--- src/rtl/simd_sadd_pkg.sv ---
package simd_sadd_pkg;
  typedef enum logic {
    MODE_BYTE = 1'b0,
    MODE_HALF = 1'b1
  } lane_mode_e;

  localparam int unsigned DEF_DATA_W = 32;
  localparam int unsigned DEF_BYTE_W = 8;
  localparam int unsigned DEF_HALF_W = 16;
endpackage

--- src/rtl/simd_lane_add.sv ---
// One isolated signed lane: widened sum, wrapped result, sign flag.
module simd_lane_add #(
  parameter int unsigned W = 8
) (
  input  logic [W-1:0] a_i,
  input  logic [W-1:0] b_i,
  output logic [W-1:0] sum_o,
  output logic         nonneg_o
);
  logic [W:0] wide;

  always_comb begin
    wide     = {a_i[W-1], a_i} + {b_i[W-1], b_i};
    sum_o    = wide[W-1:0];
    nonneg_o = ~wide[W];
  end
endmodule

--- src/rtl/simd_lane_mux.sv ---
// Picks byte or halfword lane outputs; spreads halfword flags over their byte slots.
module simd_lane_mux #(
  parameter int unsigned DATA_W = 32,
  parameter int unsigned BYTE_W = 8,
  parameter int unsigned HALF_W = 16,
  localparam int unsigned NB    = DATA_W / BYTE_W,
  localparam int unsigned NH    = DATA_W / HALF_W,
  localparam int unsigned RATIO = HALF_W / BYTE_W
) (
  input  logic              half_i,
  input  logic [DATA_W-1:0] byte_sum_i,
  input  logic [NB-1:0]     byte_ge_i,
  input  logic [DATA_W-1:0] half_sum_i,
  input  logic [NH-1:0]     half_ge_i,
  output logic [DATA_W-1:0] sum_o,
  output logic [NB-1:0]     ge_o
);
  logic [NB-1:0] half_ge_spread;

  for (genvar j = 0; j < NB; j++) begin : g_spread
    assign half_ge_spread[j] = half_ge_i[j / RATIO];
  end

  always_comb begin
    sum_o = half_i ? half_sum_i     : byte_sum_i;
    ge_o  = half_i ? half_ge_spread : byte_ge_i;
  end
endmodule

--- src/rtl/simd_sadd_unit.sv ---
module simd_sadd_unit
  import simd_sadd_pkg::*;
#(
  parameter int unsigned DATA_W = DEF_DATA_W,
  parameter int unsigned BYTE_W = DEF_BYTE_W,
  parameter int unsigned HALF_W = DEF_HALF_W,
  localparam int unsigned NB    = DATA_W / BYTE_W,
  localparam int unsigned NH    = DATA_W / HALF_W
) (
  input  logic              clk_i,
  input  logic              rst_ni,
  input  logic              valid_i,
  input  logic              mode_i,
  input  logic [DATA_W-1:0] op_a_i,
  input  logic [DATA_W-1:0] op_b_i,
  output logic              valid_o,
  output logic [DATA_W-1:0] result_o,
  output logic [NB-1:0]     ge_o
);
  logic [DATA_W-1:0] byte_sum, half_sum, sel_sum;
  logic [NB-1:0]     byte_ge, sel_ge;
  logic [NH-1:0]     half_ge;
  lane_mode_e        mode;

  assign mode = lane_mode_e'(mode_i);

  // Both layouts are built side by side; mode only steers the output mux.
  for (genvar i = 0; i < NB; i++) begin : g_byte
    simd_lane_add #(.W(BYTE_W)) u_lane (
      .a_i      (op_a_i[i*BYTE_W +: BYTE_W]),
      .b_i      (op_b_i[i*BYTE_W +: BYTE_W]),
      .sum_o    (byte_sum[i*BYTE_W +: BYTE_W]),
      .nonneg_o (byte_ge[i])
    );
  end

  for (genvar i = 0; i < NH; i++) begin : g_half
    simd_lane_add #(.W(HALF_W)) u_lane (
      .a_i      (op_a_i[i*HALF_W +: HALF_W]),
      .b_i      (op_b_i[i*HALF_W +: HALF_W]),
      .sum_o    (half_sum[i*HALF_W +: HALF_W]),
      .nonneg_o (half_ge[i])
    );
  end

  simd_lane_mux #(
    .DATA_W (DATA_W),
    .BYTE_W (BYTE_W),
    .HALF_W (HALF_W)
  ) u_mux (
    .half_i     (mode == MODE_HALF),
    .byte_sum_i (byte_sum),
    .byte_ge_i  (byte_ge),
    .half_sum_i (half_sum),
    .half_ge_i  (half_ge),
    .sum_o      (sel_sum),
    .ge_o       (sel_ge)
  );

  always_ff @(posedge clk_i or negedge rst_ni) begin
    if (!rst_ni) begin
      valid_o  <= 1'b0;
      result_o <= '0;
      ge_o     <= '0;
    end else begin
      valid_o <= valid_i;
      if (valid_i) begin
        result_o <= sel_sum;
        ge_o     <= sel_ge;
      end
    end
  end
endmodule

--- config.mk ---
export PLATFORM = sky130hd
export DESIGN_NAME = simd_sadd_unit
export DESIGN_NICKNAME = d
export VERILOG_FILES = /design/src/rtl/simd_sadd_pkg.sv /design/src/rtl/simd_lane_add.sv /design/src/rtl/simd_lane_mux.sv /design/src/rtl/simd_sadd_unit.sv
export SDC_FILE = /design/constraint.sdc
export NUM_CORES = 1
export LEC_CHECK = 0
export ABC_AREA = 1
export CAP_MARGIN = 20
export CORE_ASPECT_RATIO = 0.75
export CORE_MARGIN = 8
export CORE_UTILIZATION = 52
export DETAILED_ROUTE_END_ITERATION = 10
export GPL_TIMING_DRIVEN = 1
export PLACE_DENSITY_LB_ADDON = 0.3
export RECOVER_POWER = 50
export SYNTH_ARGS = -nofsm -noshare
export SYNTH_HDL_FRONTEND = slang
export SYNTH_SLANG_ARGS = --single-unit
--- constraint.sdc ---
create_clock -name clk_i -period 1.01 [get_ports clk_i]
set_clock_uncertainty 0.05 [all_clocks]
set_input_delay 0.202 -clock clk_i [delete_from_list [all_inputs] [get_ports clk_i]]
set_output_delay 0.202 -clock clk_i [all_outputs]
set_load 0.03 [all_outputs]
==> flow_summary.toml, run 1 <==
[die]
die_x_um = 111
row_count = 26
chipHeight_um = 87.2
start_util_pct = 52.8
pin_count = 105

[synthesis]
synthCells = 559
synth-async-reset-ratio_pct = 100
avgSynthCellArea_sq_um = 6.29
ys_seq_area_share_pct = 26.3
yosysWarnings = 0
synth.distinct_cells = 30
synth-seq-cells = 37
syn_area_sq_mm = 0.00352
synth_edf_count = 0
ys.flop_type = "dfrtp_1"
syn_nets = 663

[outcome]
error = "[ERROR DPL-0033] detailed placement checks failed during check placement."
status = "did not finish"
lastStage = "clock tree synthesis"

[placed_design]
detailed_place_hpwl_mm = 10.5
port_buffers = 104
place.gp.congestion = 0.894
dp_cells = 800

[clock_network]
postCtsSetupBuffers = 44
cts-resized-gates = 446
cts.sinks = 37
cts_buffers = 5
cts-root-buf = "clkbuf_8"
hold_buffers = 1
cts_buffer_depth = 2
h-tree-depth = 2
[cells by family after synthesis]
group	synth area share (%)
xor gates and xnor gates	2.74
adders and majority gates	13.7
buffers and inverters	10.1
and+or+nand+nor	39.7
AOI/OAI and AO/OA	7.47
DFF	26.3
[through the flow]
stage / cell area, sq um / worst slack (ns) / utilization, %
after global placement: 5590 / -1.09 / 83.8
after floorplan: 4050 / -0.487 / -
after detailed placement: 5590 / -1.20 / 83.8
[cell usage after synthesis, types with 3 or more instances]
master	instances	area share (%)
nand2_1	223	24
inv_1	69	7.4
nand3_1	56	8.0
nor2_1	39	4.2
dfrtp_1	37	26
ha_1	32	11
a21oi_1	26	3.7
o21ai_1	12	1.7
inv_2	9	0.96
o21ai_0	7	1.0
xnor2_1	6	1.5
clkbuf_1	5	0.53
nand3b_1	5	1.1
xor2_1	5	1.2
and2_1	4	0.71
fa_1	4	2.3
buf_2	3	0.43
o211ai_1	3	0.64
==> run 2: changes to the inputs <==
--- a/config.mk
+++ b/config.mk
@@ -7,12 +7,11 @@
 export LEC_CHECK = 0
 export ABC_AREA = 1
 export CAP_MARGIN = 20
-export CORE_ASPECT_RATIO = 0.75
 export CORE_MARGIN = 8
-export CORE_UTILIZATION = 52
+export CORE_UTILIZATION = 40
 export DETAILED_ROUTE_END_ITERATION = 10
 export GPL_TIMING_DRIVEN = 1
-export PLACE_DENSITY_LB_ADDON = 0.3
+export PLACE_DENSITY_LB_ADDON = 0.15
 export RECOVER_POWER = 50
 export SYNTH_ARGS = -nofsm -noshare
 export SYNTH_HDL_FRONTEND = slang
==> run 2 against run 1 <==
  * The flow now finishes, with violations (negative setup slack)
  * Synthesized area did not move
  * Synthesized cell count unchanged
==> flow_summary.toml, run 2 <==
[outcome]
status = "finished with violations"
violations = "negative setup slack"

[drt]
vias_per_cell = 5.20
initialDrtViolationCount = 208
wl_mm = 14.4
postRouteAntennaNets = 0
wl_per_cell_um = 16.4
drc_errors = 0
vias = 4572
firstDrtPassIters = 4

[placed_design]
port_buffers = 104
place.gp.congestion = 0.871
detailed_place_hpwl_mm = 9.14

[clock_network]
clk_pin_slew_ns = 0.09
cts-root-buf = "clkbuf_8"
cts_buffer_depth = 2
cts_buffers = 5
cts.sinks = 37
cts_tree = "built"
h-tree-depth = 2
clock_latency_ns = 0.28

[synthesis]
yosys.area_share.simple_pct = 39.7
synthTopCellsByArea = "dfrtp_1 (26%), nand2_1 (24%), ha_1 (11%), nand3_1 (8.0%), inv_1 (7.4%)"
synthCells = 559
synth_compound_area_share_pct = 7.47
synth_top_area_share_pct = 26.3
synthTopCellsByCount = "nand2_1 (223), inv_1 (69), nand3_1 (56)"
yosysWarnings = 0
synth_top_family_by_area = "simple AND/OR/NAND/NOR gates"
synth-seq-cells = 37
ys.flop_type = "dfrtp_1"
synth.most_common_cell = "nand2_1"
synthAdderAreaFrac_pct = 13.7
synth.distinct_cells = 30
synth_xor_area_share_pct = 2.74
yosys.area.top_type = "dfrtp_1"
synth.mux.area_fraction_pct = 0
synth_edf_count = 0
synth-async-reset-ratio_pct = 100
syn_nets = 663
avgSynthCellArea_sq_um = 6.29
syn_area_sq_mm = 0.00352
ys_seq_area_share_pct = 26.3

[layout]
reg_top3 = "result_o x32, ge_o x4, valid_o x1"
drive_above_1_share_pct = 57.5
antennaDiodeCount = 0
nets = 875
top_register = "result_o"
most-common-layout-cells = "nand2_1 (146), buf_4 (85), nand2_2 (56), buf_6 (56), inv_1 (47)"
layout_commonest_cell = "nand2_1"
syn_to_final_growth_pct = 94.5
largest_reg_flops = 32

[die]
pin_count = 105
core_area_sq_mm = 0.00864
row_count = 34
start_util_pct = 40.7
die_area_sq_mm = 0.0121
die_x_um = 110
chipHeight_um = 110

[critical_path]
cp_common_cell = "inv_2"
rrSetupSlack_ns = 0.07
rr_endpoint = "result_o[23]"
crit_required_ns = 1.14
arrival_ns = 1.62
r2r_start = "result_o[23]"
path_max_fanout = 3
critPathLaunchType = "primary input"
slowest_delay_ns = 0.36
crit_slowest_cell = "fa_2"
cp-end-kind = "flip-flop"
crit_path_cell_trace = "buf_8 > ha_4 > inv_2 > fa_2 > inv_2 > nand2_4 > nand3_4 > nand3_2 > nand2_2 > buf_4 > buf_6 > xnor2_2 > o21ai_1"
worst-setup-path-type = "primary input to flip-flop"
r2r_cells = 4

[sta]
final_hold_viol_count = 0
fin_setup_tns_ns = -12.27
post-route-period-util_pct = 147
maxSlewViolCount = 0
slew-limit-headroom_pct = 75.0
period_minus_slack_ns = 1.49
rsz0062_at_grt = "true"
worst_slew_pin_slew_ns = 0.376
setup_viol = 68
fin_ws_ns = -0.476
fmax_mhz = 673

[global_routing]
grt_overflow = 0
grt_pass1_wl_mm = 21.1
grt.total_usage_pct = 21.3
grt_max_degree = 38
antenna_found_initial = 0
grt_pass1_vias = 4626

[pwr]
vdd_drop_max_mv = 0.618
powerDensity_mw_per_mm2 = 1150
totalPowerFinal_mw = 7.87
leakage_nw = 3.38

[worst_hold_path]
hold_path_end = "result_o[0]"
worstHoldStart = "op_a_i[0]"
hold-path-cell-count = 4
hold_class = "primary input to flip-flop"

[flow_run]
drv_cap = 0
==> run 2: cell counts after synthesis <==
Identical to the previous run, type by type.
==> run 2: what timing repair did <==
| item | in CTS | in global routing |
|---|---|---|
| setup endpoints to repair | 71 | 73 |
| hold buffers | 1 | 0 |
| cloned | 1 | 0 |
| gates resized for setup | 346 | 129 |
| hold endpoints to repair | 37 | 0 |
| pin swaps | 138 | 128 |
| buffers inserted | 27 | 27 |
==> run 2: cell type report <==
| cell class | count | area [sq um] |
|---|---|---|
| Sequential cell | 37 | 926 |
| Clock buffer | 6 | 82.6 |
| Inverter | 79 | 320 |
| Clock inverter | 2 | 13.8 |
| Timing Repair Buffer | 214 | 1950 |
| Tap cell | 108 | 135 |
| Fill cell | 563 | 1790 |
| Timing Repair inverter | 1 | 7.51 |
| Multi-Input combinational cell | 433 | 3400 |
==> run 2: through the flow <==
step	util (%)	cells	hold slack [ns]	worst slack (ns)	cell area, sq um
3_5_place_dp	66.5	821	0.142	-1.16	5740
4_1_cts	75.3	856	0.165	-0.402	6500
6_report	79.3	880	0.168	-0.476	6840
5_1_grt	79.3	880	0.193	-0.540	6840
2_1_floorplan	-	559	-0.144	-0.487	4050
3_3_place_gp	66.5	821	0.135	-1.11	5740
==> run 2: worst max path at each step <==
stage,startpoint,to,cells after the start
5_1_grt,op_a_i[16],result_o[30],15
3_5_place_dp,op_a_i[16],result_o[30],15
2_1_floorplan,op_a_i[24],ge_o[2],10
6_report,op_a_i[16],result_o[22],13
3_3_place_gp,op_a_i[16],result_o[28],14
4_1_cts,op_b_i[0],ge_o[0],15
==> run 2: kinds of logic after synthesis <==
logic type,after synthesis
buffers and inverters,89
DFF,37
xor gates and xnor gates,11
and+or+nand+nor,336
AOI/OAI and AO/OA,50
adders and majority gates,36
==> run 2: layer usage <==
| metal | global-route usage [%] | vias up | part of all wire, % |
|---|---|---|---|
| li1 | - | 2179 | - |
| met1 | 24.8 | 2163 | 38 |
| met2 | 39.1 | 195 | 54 |
| met3 | 2.75 | 35 | 5.5 |
| met4 | 7.04 | 0 | 2.6 |
| met5 | 0 | - | 0 |
==> run 2: worst max-delay path, delay by kind of cell <==
family / cells / cell delay, ns
buf+inv: 5 / 0.39
fa+ha+maj: 2 / 0.49
compound gates: 1 / 0.07
xor+xnor: 1 / 0.10
simple gates: 4 / 0.35
==> run 2: report_power, final <==
group	total [mW]	internal, mW	leakage [nW]	switching (mW)
Combinational	4.77	2.35	2.88	2.42
Sequential	1.95	1.72	0.446	0.222
Clock	1.16	0.555	0.0512	0.601
Note: power is estimated with default switching activity, not from simulation.
==> run 3: changes to the inputs <==
--- a/config.mk
+++ b/config.mk
@@ -6,6 +6,7 @@
 export NUM_CORES = 1
 export LEC_CHECK = 0
 export ABC_AREA = 1
+export ABC_CLOCK_PERIOD_IN_PS = 1010
 export CAP_MARGIN = 20
 export CORE_MARGIN = 8
 export CORE_UTILIZATION = 40
@@ -13,6 +14,7 @@
 export GPL_TIMING_DRIVEN = 1
 export PLACE_DENSITY_LB_ADDON = 0.15
 export RECOVER_POWER = 50
+export SLEW_MARGIN = 5
 export SYNTH_ARGS = -nofsm -noshare
 export SYNTH_HDL_FRONTEND = slang
 export SYNTH_SLANG_ARGS = --single-unit
==> results of run 3 <==
Final layout, timing and power as in run 2 (identical DEF).
==> run 4: changes to the inputs <==
--- a/config.mk
+++ b/config.mk
@@ -12,6 +12,7 @@
 export CORE_UTILIZATION = 40
 export DETAILED_ROUTE_END_ITERATION = 10
 export GPL_TIMING_DRIVEN = 1
+export MAX_ROUTING_LAYER = met4
 export PLACE_DENSITY_LB_ADDON = 0.15
 export RECOVER_POWER = 50
 export SLEW_MARGIN = 5
==> run 4 against run 3 <==
  * The run still ends with negative setup slack left
  * Combinational power increased by 1%
  * Global-route usage increased by 1.3 points
  * Power grew 3.4%
  * Non-clock buffer count up 1
  * Setup slack got worse by 0.032 ns
  * First-iteration DRC count decreased by 26%
  * Critical path depth is 1 higher
  * Register-to-register slack about the same
  * Fmax decreased by 2.1%
  * Clock power up 17%
  * Largest power group unchanged
  * Design area rose by 2.3%
  * Worst hold slack better by 0.0048 ns
==> flow_summary.toml, run 4 (synthesis gave the netlist of run 2 again) <==
[drt]
wl_per_cell_um = 16.9
initialDrtViolationCount = 154
firstDrtPassIters = 4
wl_mm = 14.9
vias_per_cell = 5.22
postRouteAntennaNets = 0
vias = 4596
drc_errors = 0

[placed_design]
dp_slack_ns = -1.19
place.gp.congestion = 0.880
detailed_place_hpwl_mm = 9.22
dp_cells = 822
port_buffers = 104

[critical_path]
cp_common_cell = "nand2_2"
arrival_ns = 1.67
cp-end-kind = "flip-flop"
worst-setup-path-type = "primary input to flip-flop"
cp-startpoint = "op_a_i[16]"
crit_required_ns = 1.17
slowest_delay_ns = 0.37
critPathLaunchType = "primary input"
crit_path_cell_trace = "buf_8 > ha_4 > inv_2 > fa_2 > inv_2 > nand2_2 > nand3_4 > nand3_2 > nand2_2 > nand2_1 > nand2_1 > nand3_1 > nand3_2 > nand2_2"
r2r_start = "ge_o[2]"
path_max_fanout = 3
crit_slowest_cell = "fa_2"

[sta]
fin_setup_tns_ns = -12.73
fmax_mhz = 659
worst_slew_pin_slew_ns = 0.397
final_hold_viol_count = 0
setup_viol = 68
maxSlewViolCount = 0
rsz0062_at_grt = "true"
post-route-period-util_pct = 150
fin_ws_ns = -0.508
slew-limit-headroom_pct = 73.5
period_minus_slack_ns = 1.52

[layout]
top_register = "result_o"
most-common-layout-cells = "nand2_1 (137), buf_4 (88), buf_6 (64)"
layout_commonest_cell = "nand2_1"
layout.cells.non_filler = 880
nets = 875
final_core_util_pct = 81.0
drive_above_1_share_pct = 58.8
reg_top3 = "result_o x32, ge_o x4, valid_o x1"
seq_area_sq_um = 926
largest_reg_flops = 32
antennaDiodeCount = 0
fillerInstances = 526
syn_to_final_growth_pct = 98.9
multi_input_area_sq_mm = 0.00347

[outcome]
status = "finished with violations"
violations = "negative setup slack"

[clock_network]
cts-root-buf = "clkbuf_8"
cts_buffers = 5
cts_buffer_depth = 2
h-tree-depth = 2
clock_latency_ns = 0.29
cts.sinks = 37
cts_tree = "built"
clk_pin_slew_ns = 0.09

[die]
pin_count = 105
row_count = 34
chipHeight_um = 110
die_area_sq_mm = 0.0121
core_area_sq_mm = 0.00864
start_util_pct = 40.7
die_x_um = 110

[pwr]
totalPowerFinal_mw = 8.14
vdd_drop_max_mv = 0.735
p_int_mw = 4.84
p_sw_mw = 3.30
p_clk_share_pct = 16.7
powerDensity_mw_per_mm2 = 1160
power_frac_seq_pct = 24.0
leakage_nw = 3.43
p_comb_share_pct = 59.3
p_sw_share_pct = 40.5

[worst_hold_path]
hold_class = "primary input to flip-flop"
worstHoldStart = "op_a_i[0]"

[global_routing]
grt.total_usage_pct = 22.6
grt_pass1_wl_mm = 21.3
grt_overflow = 0
grt_pass1_vias = 4671
antenna_found_initial = 0
grt_max_degree = 38

[flow_run]
drv_cap = 0
==> run 4: cell count changes in the layout (fill, tap and decap cells not counted), moves of 4 or more <==
cell,previous run,this run
buf_2,30,20
inv_2,24,29
nand2_1,146,137
nand3_2,18,14
nand2_4,22,27
buf_6,56,64
inv_1,47,43
clkbuf_2,15,11
nand2_2,56,61
==> run 4: path summary, 6_finish.rpt <==
path | slack [ns] | cells after the start | end
max reg2reg | 0.07 | 4 | ge_o[2]
min | 0.17 | 4 | result_o[0]
min reg2reg | 0.45 | 2 | result_o[0]
min in group asynchronous | 0.43 | 3 | result_o[18]
max in group asynchronous | 0.17 | 3 | result_o[15]
max | -0.51 | 14 | result_o[26]
==> run 4: worst max-delay path: cells and delay by family <==
kind          cells  cell delay (ns)
buf+inv           3             0.19
fa+ha+maj         2             0.51
simple gates      9             0.77
==> run 4: layout make-up <==
type,count,area share (%)
multi-input combinational,433,49.6
timing repair buffer,215,29.1
sequential,37,13.2
inverter,79,4.50
tap,108,1.93
clock buffer,6,1.04
clock inverter,2,0.554
==> run 4: stage by stage <==
stage	area [sq um]	hold WS, ns
global placement	5750	0.135
CTS	6530	0.154
detailed placement	5750	0.141
finish	7000	0.173
global route	7000	0.171
floorplan	4050	-0.144
==> run 4: power groups by stage <==
stage	clock [mW]	combinational (mW)	sequential [mW]
floorplan	0	1.49	2.37
global placement	0	3.62	1.95
detailed placement	0	3.69	1.95
CTS	1.37	4.28	1.95
global route	1.44	5.11	1.98
finish	1.36	4.82	1.95
==> run 4: metal layers <==
layer | share of wire [%] | track usage [%] | vias to the layer above
met5 | 0 | - | -
met4 | 4.2 | 10.2 | 0
met3 | 4.7 | 2.75 | 49
met2 | 53 | 40.9 | 166
met1 | 38 | 24.1 | 2201
li1 | - | - | 2180
==> run 4: timing repair <==
action / in CTS / in global routing
pin swaps: 138 / 108
hold buffers: 1 / 0
hold endpoints to repair: 37 / 0
buffers inserted: 32 / 23
setup endpoints to repair: 71 / 73
gates resized for setup: 368 / 140
cloned: 0 / 0
